[config.mk]
export PLATFORM = sky130hd
export DESIGN_NAME = retrig_oneshot
export DESIGN_NICKNAME = d
export VERILOG_FILES = /design/src/rtl/oneshot_pkg.sv /design/src/rtl/oneshot_sync.sv /design/src/rtl/oneshot_edge.sv /design/src/rtl/oneshot_counter.sv /design/src/rtl/retrig_oneshot.sv
export SDC_FILE = /design/constraint.sdc
export NUM_CORES = 1
export LEC_CHECK = 0
export BUFFER_PORTS_ARGS = -buffer_cell sky130_fd_sc_hd__buf_4
export CAP_MARGIN = 20
export CORE_UTILIZATION = 45
export CTS_BUF_LIST = sky130_fd_sc_hd__clkbuf_4 sky130_fd_sc_hd__clkbuf_8 sky130_fd_sc_hd__clkbuf_16
export CTS_CLUSTER_DIAMETER = 80
export DETAILED_ROUTE_END_ITERATION = 8
export PLACE_DENSITY = 0.69
export RECOVER_POWER = 50
export SETUP_SLACK_MARGIN = 0.5
export SKIP_LAST_GASP = 1
export SYNTH_ARGS = -nofsm -noshare
export SYNTH_HDL_FRONTEND = slang
export SYNTH_SLANG_ARGS = --single-unit
[constraint.sdc]
create_clock -name clk -period 2 [get_ports clk]
set_clock_uncertainty 0.1 [all_clocks]
set_input_delay 0.1 -clock clk [delete_from_list [all_inputs] [get_ports clk]]
set_output_delay 0.1 -clock clk [all_outputs]
set_load 0.03 [all_outputs]
[src/rtl/oneshot_pkg.sv]
package oneshot_pkg;
  typedef struct packed {
    logic a_fall;
    logic b_rise;
  } trig_evt_t;

  function automatic logic evt_any(input trig_evt_t e);
    return e.a_fall | e.b_rise;
  endfunction
endpackage

[src/rtl/oneshot_sync.sv]
module oneshot_sync #(
  parameter int STAGES = 2,
  parameter int WIDTH  = 2
) (
  input  logic             clk,
  input  logic             rst_ni,
  input  logic [WIDTH-1:0] d_in,
  output logic [WIDTH-1:0] d_out
);
  logic [WIDTH-1:0] stg [STAGES];

  always_ff @(posedge clk or negedge rst_ni) begin
    if (!rst_ni) stg[0] <= '0;
    else         stg[0] <= d_in;
  end

  for (genvar s = 1; s < STAGES; s++) begin : g_stage
    always_ff @(posedge clk or negedge rst_ni) begin
      if (!rst_ni) stg[s] <= '0;
      else         stg[s] <= stg[s-1];
    end
  end

  assign d_out = stg[STAGES-1];
endmodule

[src/rtl/oneshot_edge.sv]
module oneshot_edge
  import oneshot_pkg::*;
#(
  parameter int ARM_LEN = 3
) (
  input  logic      clk,
  input  logic      rst_ni,
  input  logic      a_lvl,
  input  logic      b_lvl,
  output trig_evt_t evt,
  output logic      armed
);
  logic [ARM_LEN-1:0] arm_sr;
  logic prev_a, prev_b;

  always_ff @(posedge clk or negedge rst_ni) begin
    if (!rst_ni) begin
      arm_sr <= '0;
      prev_a <= 1'b0;
      prev_b <= 1'b0;
    end else begin
      arm_sr <= {arm_sr[ARM_LEN-2:0], 1'b1};
      prev_a <= a_lvl;
      prev_b <= b_lvl;
    end
  end

  assign armed = arm_sr[ARM_LEN-1];

  always_comb begin
    evt.a_fall = armed & prev_a & ~a_lvl & b_lvl;
    evt.b_rise = armed & ~prev_b & b_lvl & ~a_lvl;
  end
endmodule

[src/rtl/oneshot_counter.sv]
module oneshot_counter #(
  parameter int CNT_W = 8
) (
  input  logic             clk,
  input  logic             rst_ni,
  input  logic             load,
  input  logic [CNT_W-1:0] dur,
  output logic [CNT_W-1:0] remain,
  output logic             active
);
  function automatic logic [CNT_W-1:0] next_count(
    input logic [CNT_W-1:0] cur,
    input logic             ld,
    input logic [CNT_W-1:0] len
  );
    if (ld)            return len;
    else if (cur != 0) return cur - 1'b1;
    else               return cur;
  endfunction

  function automatic logic is_active(input logic [CNT_W-1:0] cur);
    return cur != 0;
  endfunction

  always_ff @(posedge clk or negedge rst_ni) begin
    if (!rst_ni) remain <= '0;
    else         remain <= next_count(remain, load, dur);
  end

  assign active = is_active(remain);
endmodule

[src/rtl/retrig_oneshot.sv]
module retrig_oneshot
  import oneshot_pkg::*;
#(
  parameter int CNT_W       = 8,
  parameter int SYNC_STAGES = 2
) (
  input  logic             clk,
  input  logic             rst_n,
  input  logic             trig_a_n,
  input  logic             trig_b,
  input  logic [CNT_W-1:0] dur,
  output logic             q,
  output logic             q_n
);
  localparam int ARM_LEN = SYNC_STAGES + 1;

  logic [1:0]       rst_sr;
  logic             rst_int_n;
  logic [1:0]       lvl;
  logic             a_lvl, b_lvl;
  trig_evt_t        evt;
  logic             armed;
  logic             trig_any;
  logic [CNT_W-1:0] remain;
  logic             active;

  always_ff @(posedge clk or negedge rst_n) begin
    if (!rst_n) rst_sr <= 2'b00;
    else        rst_sr <= {rst_sr[0], 1'b1};
  end
  assign rst_int_n = rst_sr[1];

  oneshot_sync #(.STAGES(SYNC_STAGES), .WIDTH(2)) u_sync (
    .clk   (clk),
    .rst_ni(rst_int_n),
    .d_in  ({trig_a_n, trig_b}),
    .d_out (lvl)
  );
  assign a_lvl = lvl[1];
  assign b_lvl = lvl[0];

  oneshot_edge #(.ARM_LEN(ARM_LEN)) u_edge (
    .clk   (clk),
    .rst_ni(rst_int_n),
    .a_lvl (a_lvl),
    .b_lvl (b_lvl),
    .evt   (evt),
    .armed (armed)
  );

  assign trig_any = evt_any(evt);

  oneshot_counter #(.CNT_W(CNT_W)) u_cnt (
    .clk   (clk),
    .rst_ni(rst_int_n),
    .load  (trig_any),
    .dur   (dur),
    .remain(remain),
    .active(active)
  );

  assign q   = active;
  assign q_n = ~active;
endmodule

==> results of run 1 <==
## timing repair
action,in CTS,in global routing
hold buffers,11,0
pin swaps,3,5
gates resized for setup,15,12
buffers inserted,10,6
endpoints found under the setup margin,8,10
hold endpoints to repair,12,0
## cell families after synthesis
logic type / after synthesis / share of synthesized area
other: 1 / 0.00475
adder cells (fa/ha/maj): 1 / 0.0158
flip-flops: 19 / 0.602
AO/OA/AOI/OAI: 16 / 0.124
XOR/XNOR: 1 / 0.0111
AND/OR/NAND/NOR: 21 / 0.177
multiplexers: 3 / 0.0412
buffers and inverters: 5 / 0.0238
## worst paths after layout
kind	end	cells past startpoint
setup / recovery	q	3
hold / removal	rst_sr[0]	2
setup reg to reg	u_cnt.remain[4]	6
hold reg to reg	u_cnt.remain[0]	0
max in group asynchronous	u_cnt.remain[4]	0
min in group clk	u_sync.d_out[1]	0
## critical path: stages, from the launching register on
cell and delay (ns):
dfrtp_2 0.47, nor4_4 0.37, nand3b_4 0.16, buf_4 0.20
## metrics by stage
step | util | instances | cell area (um2)
finish | 0.821 | 129 | 1290
global route | 0.821 | 129 | 1290
CTS | 0.763 | 123 | 1200
detailed placement | 0.591 | 98 | 932
global placement | 0.591 | 98 | 932
floorplan | - | 68 | 803
## power breakdown
part	internal (mW)	switching, mW
combinational	0.496	0.373
clock	0.0909	0.108
sequential	0.479	0.139
## area by class of cell
cell class                      instances  share of cell area
Sequential cell                        19               0.368
Multi-Input combinational cell         44               0.311
Timing Repair Buffer                   42               0.271
Clock buffer                            4              0.0232
Tap cell                               16              0.0155
Inverter                                4              0.0116
## registers in the layout (all words and copies together), names as in the netlist
register	flops
u_edge.prev_a	1
u_sync.stg	2
rst_sr	2
u_edge.arm_sr	3
u_sync.d_out	2
u_cnt.remain	8
u_edge.prev_b	1
## placed cells by master (no fill, tap or decap), types with 2 or more instances in the layout
cell type / Yosys / routed
a21oi_2: 0 / 2
buf_4: 0 / 25
buf_6: 0 / 3
clkbuf_4: 0 / 6
conb_1: 1 / 2
dfrtp_1: 19 / 18
dlygate4sd3_1: 0 / 11
inv_2: 0 / 3
nand2_1: 6 / 6
nand2b_4: 0 / 2
nor2b_1: 4 / 3
nor3_4: 0 / 2
o21ai_1: 1 / 5
## metal layers
metal	part of all wire	wire [um]	up-vias	global-route usage
met5	0	0	-	0
met4	0.051	101	0	0.145
met3	0.033	65	11	0.0333
met2	0.49	985	21	0.349
met1	0.42	840	325	0.280
li1	-	-	326	-
==> impl_metrics.py, run 1 <==
metrics = {
    "layout": {
        "seq_area_um2": 477,
        "syn_to_final_growth_pct": 64.0,
        "antenna_cells": 0,
        "drive_above_1_share": 0.504,
        "multiInputGateArea_um2": 403,
        "final.fill_count": 94,
        "final_nets": 127,
    },
    "die": {
        "pin_count": 14,
        "start_util": 0.501,
        "coreArea_um2": 1580,
        "die_width_um": 43.9,
        "fp-row-count": 14,
        "chipHeight_um": 43.9,
        "dieArea_um2": 1930,
    },
    "detailed_routing": {
        "drt-wirelength-per-cell_um": 15.4,
        "via_per_inst": 5.29,
        "wl_um": 1990,
        "drt_pass1_iterations": 4,
        "drtAntennaViolNets": 0,
        "drt_iter0_drc": 6,
        "drc": 0,
        "num_vias": 683,
    },
    "critical_path": {
        "rrSetupSlack_ns": 0.35,
        "crit_required_ns": 1.80,
        "worstPathMaxFanout": 5,
        "r2r_start": "u_cnt.remain[4]",
        "crit_path_end_kind": "output pin",
        "crit_start": "u_cnt.remain[4]",
        "worstPathArrival_ns": 1.48,
        "path_class": "reg2out",
        "start_kind": "flop",
    },
    "clock_tree": {
        "cts_buffer_depth": 2,
        "clk_pin_slew_worst_paths_ns": 0.10,
        "clock_sinks": 19,
        "cts_tree": "built",
        "numCtsBuffers": 3,
        "htreeDepth": 1,
        "worstSkewPairLatency_ns": 0.28,
        "root_buffer": "clkbuf_4",
    },
    "synthesis": {
        "avgSynthCellArea_um2": 11.8,
        "ys_ff_latch": 19,
        "netlist_instances": 67,
        "ys_seq_area_frac": 0.602,
        "synth_cell_types": 27,
        "synth_edf_count": 0,
        "syn_area_um2": 790,
        "synth_ff_type": "dfrtp_1",
        "synth_most_common_cell": "dfrtp_1",
        "ys_warn_count": 0,
        "synth_top_cell_area_share": 0.602,
        "synth_top_area_cell": "dfrtp_1",
        "synthTopCellsByCount": "dfrtp_1 (19), nand2_1 (6), o21ai_0 (5)",
        "ys_async_sr_fraction": 1.00,
        "ys_top_cells_by_area": "dfrtp_1 (60%), nor2b_1 (3.2%), o21ai_0 (3.2%)",
    },
    "placement": {
        "io_buffers": 13,
        "place.gp.congestion": 0.859,
        "place_ws_ns": 0.318,
        "hpwl_um": 1060,
    },
    "sta": {
        "finalSetupTns_ns": 0,
        "hold_slack_ns": 0.00848,
        "worstMarginPinSlew_ns": 0.694,
        "setup_viol": 0,
        "relSlewSlack": 0.537,
        "slew_viol_final": 0,
        "layout_setup_ws_ns": 0.316,
        "layout_min_cycle_time_ns": 1.68,
        "finalHoldViolCount": 0,
        "finalCritPeriodShare": 0.842,
        "rsz0062_at_grt": "true",
        "max_freq_mhz": 594,
    },
    "status": {
        "status": "complete, no violations",
    },
    "power_and_ir_drop": {
        "p_per_area_nw_per_um2": 1300,
        "ir_drop_mv": 0.828,
        "power_mw": 1.68,
        "cellLeakagePower_nw": 0.611,
    },
    "global_routing": {
        "grtUsageTotal": 0.220,
        "first_global_vias": 691,
        "grt_pass1_wl_um": 2990,
        "grt_max_degree": 18,
        "antenna_found_initial": 0,
        "grt_remaining_overflow": 0,
    },
    "run": {
        "drv_cap": 0,
    },
    "min_path": {
        "min_path_type": "in2async",
    },
}
Note: power is estimated with default switching activity, not from simulation.
==> run 2, diff against run 1 <==
clock period = 1.76 ns   (was 2 ns; I/O delays follow)
==> impl_metrics.py, run 2 (synthesis results as in run 1) <==
metrics = {
    "clock_tree": {
        "htreeDepth": 1,
        "cts_buffer_depth": 2,
        "root_buffer": "clkbuf_4",
        "cts_tree": "built",
        "numCtsBuffers": 3,
        "clock_sinks": 19,
        "clk_pin_slew_worst_paths_ns": 0.11,
        "worstSkewPairLatency_ns": 0.29,
    },
    "layout": {
        "reg_top3": "u_cnt.remain: 8 flops, u_edge.arm_sr: 3 flops",
        "final.fill_count": 99,
        "final_nets": 122,
        "layout_common_cells": "buf_4 (21), dfrtp_1 (18), dlygate4sd3_1 (12)",
        "antenna_cells": 0,
        "fin_util": 0.783,
        "final_cells": 124,
        "top_register": "u_cnt.remain",
        "design_area_um2": 1230,
        "mostFrequentLayoutCell": "buf_4",
        "drive_above_1_share": 0.426,
        "syn_to_final_growth_pct": 56.3,
        "largest_reg_flops": 8,
    },
    "critical_path": {
        "worstPathMaxFanout": 5,
        "slowest_stage": "dfrtp_1",
        "path_cells": "buf_4 > buf_4 > nor3_1 > buf_4 > a21boi_2 > a311oi_2 > a21oi_1",
        "crit_path_frequent_cell": "buf_4",
        "cp_top_family": "buffers and inverters",
        "worstPathArrival_ns": 1.72,
        "path_buf_inv": 3,
        "slowest_delay_ns": 0.40,
        "crit_path_end_kind": "flop",
        "path_class": "reg2reg",
        "start_kind": "flop",
        "crit_required_ns": 1.83,
    },
    "sta": {
        "layout_min_cycle_time_ns": 1.65,
        "layout_setup_ws_ns": 0.112,
        "worstMarginPinSlew_ns": 0.641,
        "slew_viol_final": 0,
        "max_freq_mhz": 607,
        "finalCritPeriodShare": 0.937,
        "rsz0062_at_grt": "true",
        "relSlewSlack": 0.572,
        "finalHoldViolCount": 0,
        "setup_viol": 0,
        "hold_slack_ns": 0.172,
        "finalSetupTns_ns": 0,
    },
    "global_routing": {
        "grt_max_degree": 18,
        "grtUsageTotal": 0.208,
        "grt_pass1_wl_um": 2820,
        "grt_remaining_overflow": 0,
        "antenna_found_initial": 0,
        "first_global_vias": 654,
    },
    "power_and_ir_drop": {
        "ir_drop_mv": 0.818,
        "power_mw": 1.72,
        "p_int_mw": 1.09,
        "p_per_area_nw_per_um2": 1400,
        "seqPwrFrac": 0.388,
        "cellLeakagePower_nw": 0.574,
        "p_sw_frac": 0.369,
        "switching_power_mw": 0.636,
        "clock_power_share": 0.127,
        "combinationalPowerShare": 0.485,
    },
    "min_path": {
        "min_path_type": "reg2async",
    },
    "detailed_routing": {
        "num_vias": 648,
        "via_per_inst": 5.23,
        "drc": 0,
        "wl_um": 1690,
        "drt_pass1_iterations": 4,
        "drt_iter0_drc": 11,
        "drtAntennaViolNets": 0,
        "drt-wirelength-per-cell_um": 13.6,
    },
    "die": {
        "dieArea_um2": 1930,
        "chipHeight_um": 43.9,
        "die_width_um": 43.9,
        "start_util": 0.501,
        "fp-row-count": 14,
        "pin_count": 14,
        "coreArea_um2": 1580,
    },
    "placement": {
        "place_ws_ns": 0.118,
        "hpwl_um": 950,
        "io_buffers": 13,
        "place.gp.congestion": 0.858,
        "dpl-instance-area_um2": 940,
        "place_inst": 99,
    },
    "status": {
        "status": "complete, no violations",
    },
    "run": {
        "drv_cap": 0,
    },
}
run 2: changes by cell type in the layout (fill, tap and decap cells not counted), moves of 2 or more:
cell / before / now
a21oi_2: 2 / 0
nor3_1: 0 / 2
buf_6: 3 / 1
buf_4: 25 / 21
run 2: path summary, 6_finish.rpt:
check / startpoint / to / slack [ns] / cells past startpoint
worst min register to register: rst_sr[1] / u_edge.arm_sr[2] / 0.17 / 0
min in group clk: u_edge.arm_sr[1] / u_edge.arm_sr[2] / 0.26 / 0
worst min-delay path: rst_sr[1] / u_edge.arm_sr[2] / 0.17 / 0
worst max register to register: u_cnt.remain[0] / u_cnt.remain[7] / 0.11 / 7
max in group asynchronous: rst_n / rst_sr[0] / 0.88 / 3
worst max-delay path: u_cnt.remain[0] / u_cnt.remain[7] / 0.11 / 7
run 2: power by group through the flow:
stage / clock network (mW) / logic, mW / registers, mW
floorplan: 0 / 0.362 / 0.665
CTS: 0.229 / 0.704 / 0.658
global route: 0.240 / 0.906 / 0.677
detailed placement: 0 / 0.498 / 0.681
global placement: 0 / 0.494 / 0.678
finish: 0.219 / 0.835 / 0.669
run 2: cell type report:
type | count | area, um2 | share of cell area
Clock inverter | 1 | 7.51 | 0.00609
Clock buffer | 3 | 22.5 | 0.0183
Inverter | 4 | 15.0 | 0.0122
Sequential cell | 19 | 477 | 0.386
Tap cell | 16 | 20.0 | 0.0162
Timing Repair Buffer | 37 | 312 | 0.253
Multi-Input combinational cell | 44 | 380 | 0.308
run 2: per-layer routing:
metal,GRT usage,part of all wire
met5,0,0
met4,0.0727,0.015
met3,0.0125,0.034
met2,0.364,0.52
met1,0.275,0.44
run 2: what timing repair did:
action	in CTS	in global routing
setup endpoints to repair	10	10
setup buffers	8	1
gates resized for setup	11	4
hold endpoints to repair	12	0
pin swaps	6	2
hold buffers	12	0
==> run 3, diff against run 2 <==
SETUP_SLACK_MARGIN = 0.05   (was 0.5)
==> impl_metrics.py, run 3 (synthesis results as in run 1) <==
metrics = {
    "detailed_routing": {
        "drt-wirelength-per-cell_um": 13.9,
        "drc": 0,
        "via_per_inst": 5.16,
        "wl_um": 1700,
        "num_vias": 629,
        "drt_iter0_drc": 15,
        "drt_pass1_iterations": 4,
        "drtAntennaViolNets": 0,
    },
    "layout": {
        "final_nets": 120,
        "syn_to_final_growth_pct": 46.6,
        "layout_common_cells": "buf_4 (19), dfrtp_1 (18), dlygate4sd3_1 (12)",
        "largest_reg_flops": 8,
        "top_register": "u_cnt.remain",
        "drive_above_1_share": 0.349,
        "reg_top3": "u_cnt.remain: 8 flops, u_edge.arm_sr: 3 flops",
        "mostFrequentLayoutCell": "buf_4",
        "antenna_cells": 0,
        "final.fill_count": 106,
    },
    "die": {
        "dieArea_um2": 1930,
        "start_util": 0.501,
        "pin_count": 14,
        "chipHeight_um": 43.9,
        "coreArea_um2": 1580,
        "fp-row-count": 14,
        "die_width_um": 43.9,
    },
    "clock_tree": {
        "root_buffer": "clkbuf_4",
        "htreeDepth": 1,
        "worstSkewPairLatency_ns": 0.31,
        "cts_tree": "built",
        "numCtsBuffers": 3,
        "clk_pin_slew_worst_paths_ns": 0.12,
        "cts_buffer_depth": 2,
        "clock_sinks": 19,
    },
    "power_and_ir_drop": {
        "p_int_mw": 0.990,
        "seqPwrFrac": 0.432,
        "ir_drop_mv": 0.775,
        "clock_power_share": 0.151,
        "combinationalPowerShare": 0.417,
        "power_mw": 1.56,
        "switching_power_mw": 0.566,
        "p_sw_frac": 0.364,
        "p_per_area_nw_per_um2": 1340,
        "cellLeakagePower_nw": 0.542,
    },
    "sta": {
        "finalSetupTns_ns": 0,
        "finalCritPeriodShare": 0.929,
        "relSlewSlack": 0.565,
        "worstMarginPinSlew_ns": 0.653,
        "rsz0062_at_grt": "true",
        "max_freq_mhz": 612,
        "layout_min_cycle_time_ns": 1.63,
        "slew_viol_final": 0,
        "setup_viol": 0,
        "finalHoldViolCount": 0,
    },
    "critical_path": {
        "start_kind": "flop",
        "r2r_start": "u_cnt.remain[5]",
        "crit_required_ns": 1.57,
        "r2r-end": "u_cnt.remain[7]",
        "rrSetupSlack_ns": 0.20,
        "crit_path_frequent_cell": "inv_2",
        "slowest_stage": "dfrtp_1",
        "slowest_delay_ns": 0.42,
        "crit_path_end_kind": "output pin",
        "worstPathArrival_ns": 1.45,
        "path_cells": "inv_2 > ha_4 > nor2b_4 > nand3b_4 > inv_2 > buf_6",
        "worstPathMaxFanout": 6,
        "crit_start": "u_cnt.remain[1]",
        "reg2reg_depth": 5,
        "endpoint": "q_n",
        "path_class": "reg2out",
    },
    "global_routing": {
        "grt_pass1_wl_um": 2770,
        "grt_remaining_overflow": 0,
        "grtUsageTotal": 0.205,
        "antenna_found_initial": 0,
        "grt_max_degree": 18,
        "first_global_vias": 654,
    },
    "status": {
        "status": "complete, no violations",
    },
    "placement": {
        "hpwl_um": 957,
        "place.gp.congestion": 0.799,
        "io_buffers": 13,
    },
    "min_path": {
        "min_path_type": "reg2async",
    },
    "run": {
        "drv_cap": 0,
    },
}
-- run 3: power groups by stage --
| stage | Combinational, mW | Sequential (mW) | Clock (mW) |
|---|---|---|---|
| after floorplan | 0.344 | 0.661 | 0 |
| after global placement | 0.460 | 0.675 | 0 |
| after detailed placement | 0.467 | 0.682 | 0 |
| after CTS | 0.586 | 0.665 | 0.241 |
| after global routing | 0.708 | 0.689 | 0.262 |
| final | 0.649 | 0.672 | 0.235 |
-- run 3: final cells by class --
class	count	area, um2	area share
sequential	19	477	0.412
multi-input combinational	44	319	0.276
inverter	4	15.0	0.0130
clock buffer	3	22.5	0.0195
timing repair buffer	35	297	0.256
tap	16	20.0	0.0173
clock inverter	1	7.51	0.00649
-- run 3: critical path: cells and delay by family (launching register included) --
family / cells / cell delay, ns
adders and majority gates: 1 / 0.14
buffers and inverters: 3 / 0.29
DFF: 1 / 0.42
and+or+nand+nor: 2 / 0.30
-- run 3: worst min-delay path by stage --
| stage | start | to | cells past startpoint |
|---|---|---|---|
| finish | rst_sr[1] | u_cnt.remain[7] | 0 |
| global route | rst_sr[1] | u_sync.d_out[1] | 0 |
| CTS | rst_sr[1] | u_edge.arm_sr[0] | 0 |
| detailed placement | rst_n | rst_sr[1] | 1 |
| global placement | rst_n | rst_sr[0] | 1 |
| floorplan | rst_n | rst_sr[0] | 0 |
-- run 3: through the flow --
stage	hold WS, ns	setup slack (ns)	cell area [um2]	utilization	instances
after floorplan	-0.308	0.0741	796	-	68
after global placement	-0.229	0.108	940	0.596	100
after detailed placement	-0.229	0.0438	940	0.596	100
after CTS	0.213	0.0583	1120	0.713	120
after global routing	0.249	0.0373	1160	0.734	122
final	0.170	0.125	1160	0.734	122
-- run 3: routing by layer --
layer,track usage,share of wire,routed length (um),vias up
li1,-,-,-,308
met1,0.255,0.45,769,297
met2,0.340,0.48,823,18
met3,0.0500,0.032,55,6
met4,0.0909,0.030,51,0
met5,0,0,0,-
-- run 3: what timing repair did --
item / CTS / global route
hold endpoints to repair: 12 / 0
endpoints found under the setup margin: 3 / 3
pin swaps: 1 / 3
hold buffers: 12 / 0
resized for setup: 1 / 6
buffers inserted: 4 / 2
gates cloned: 0 / 0
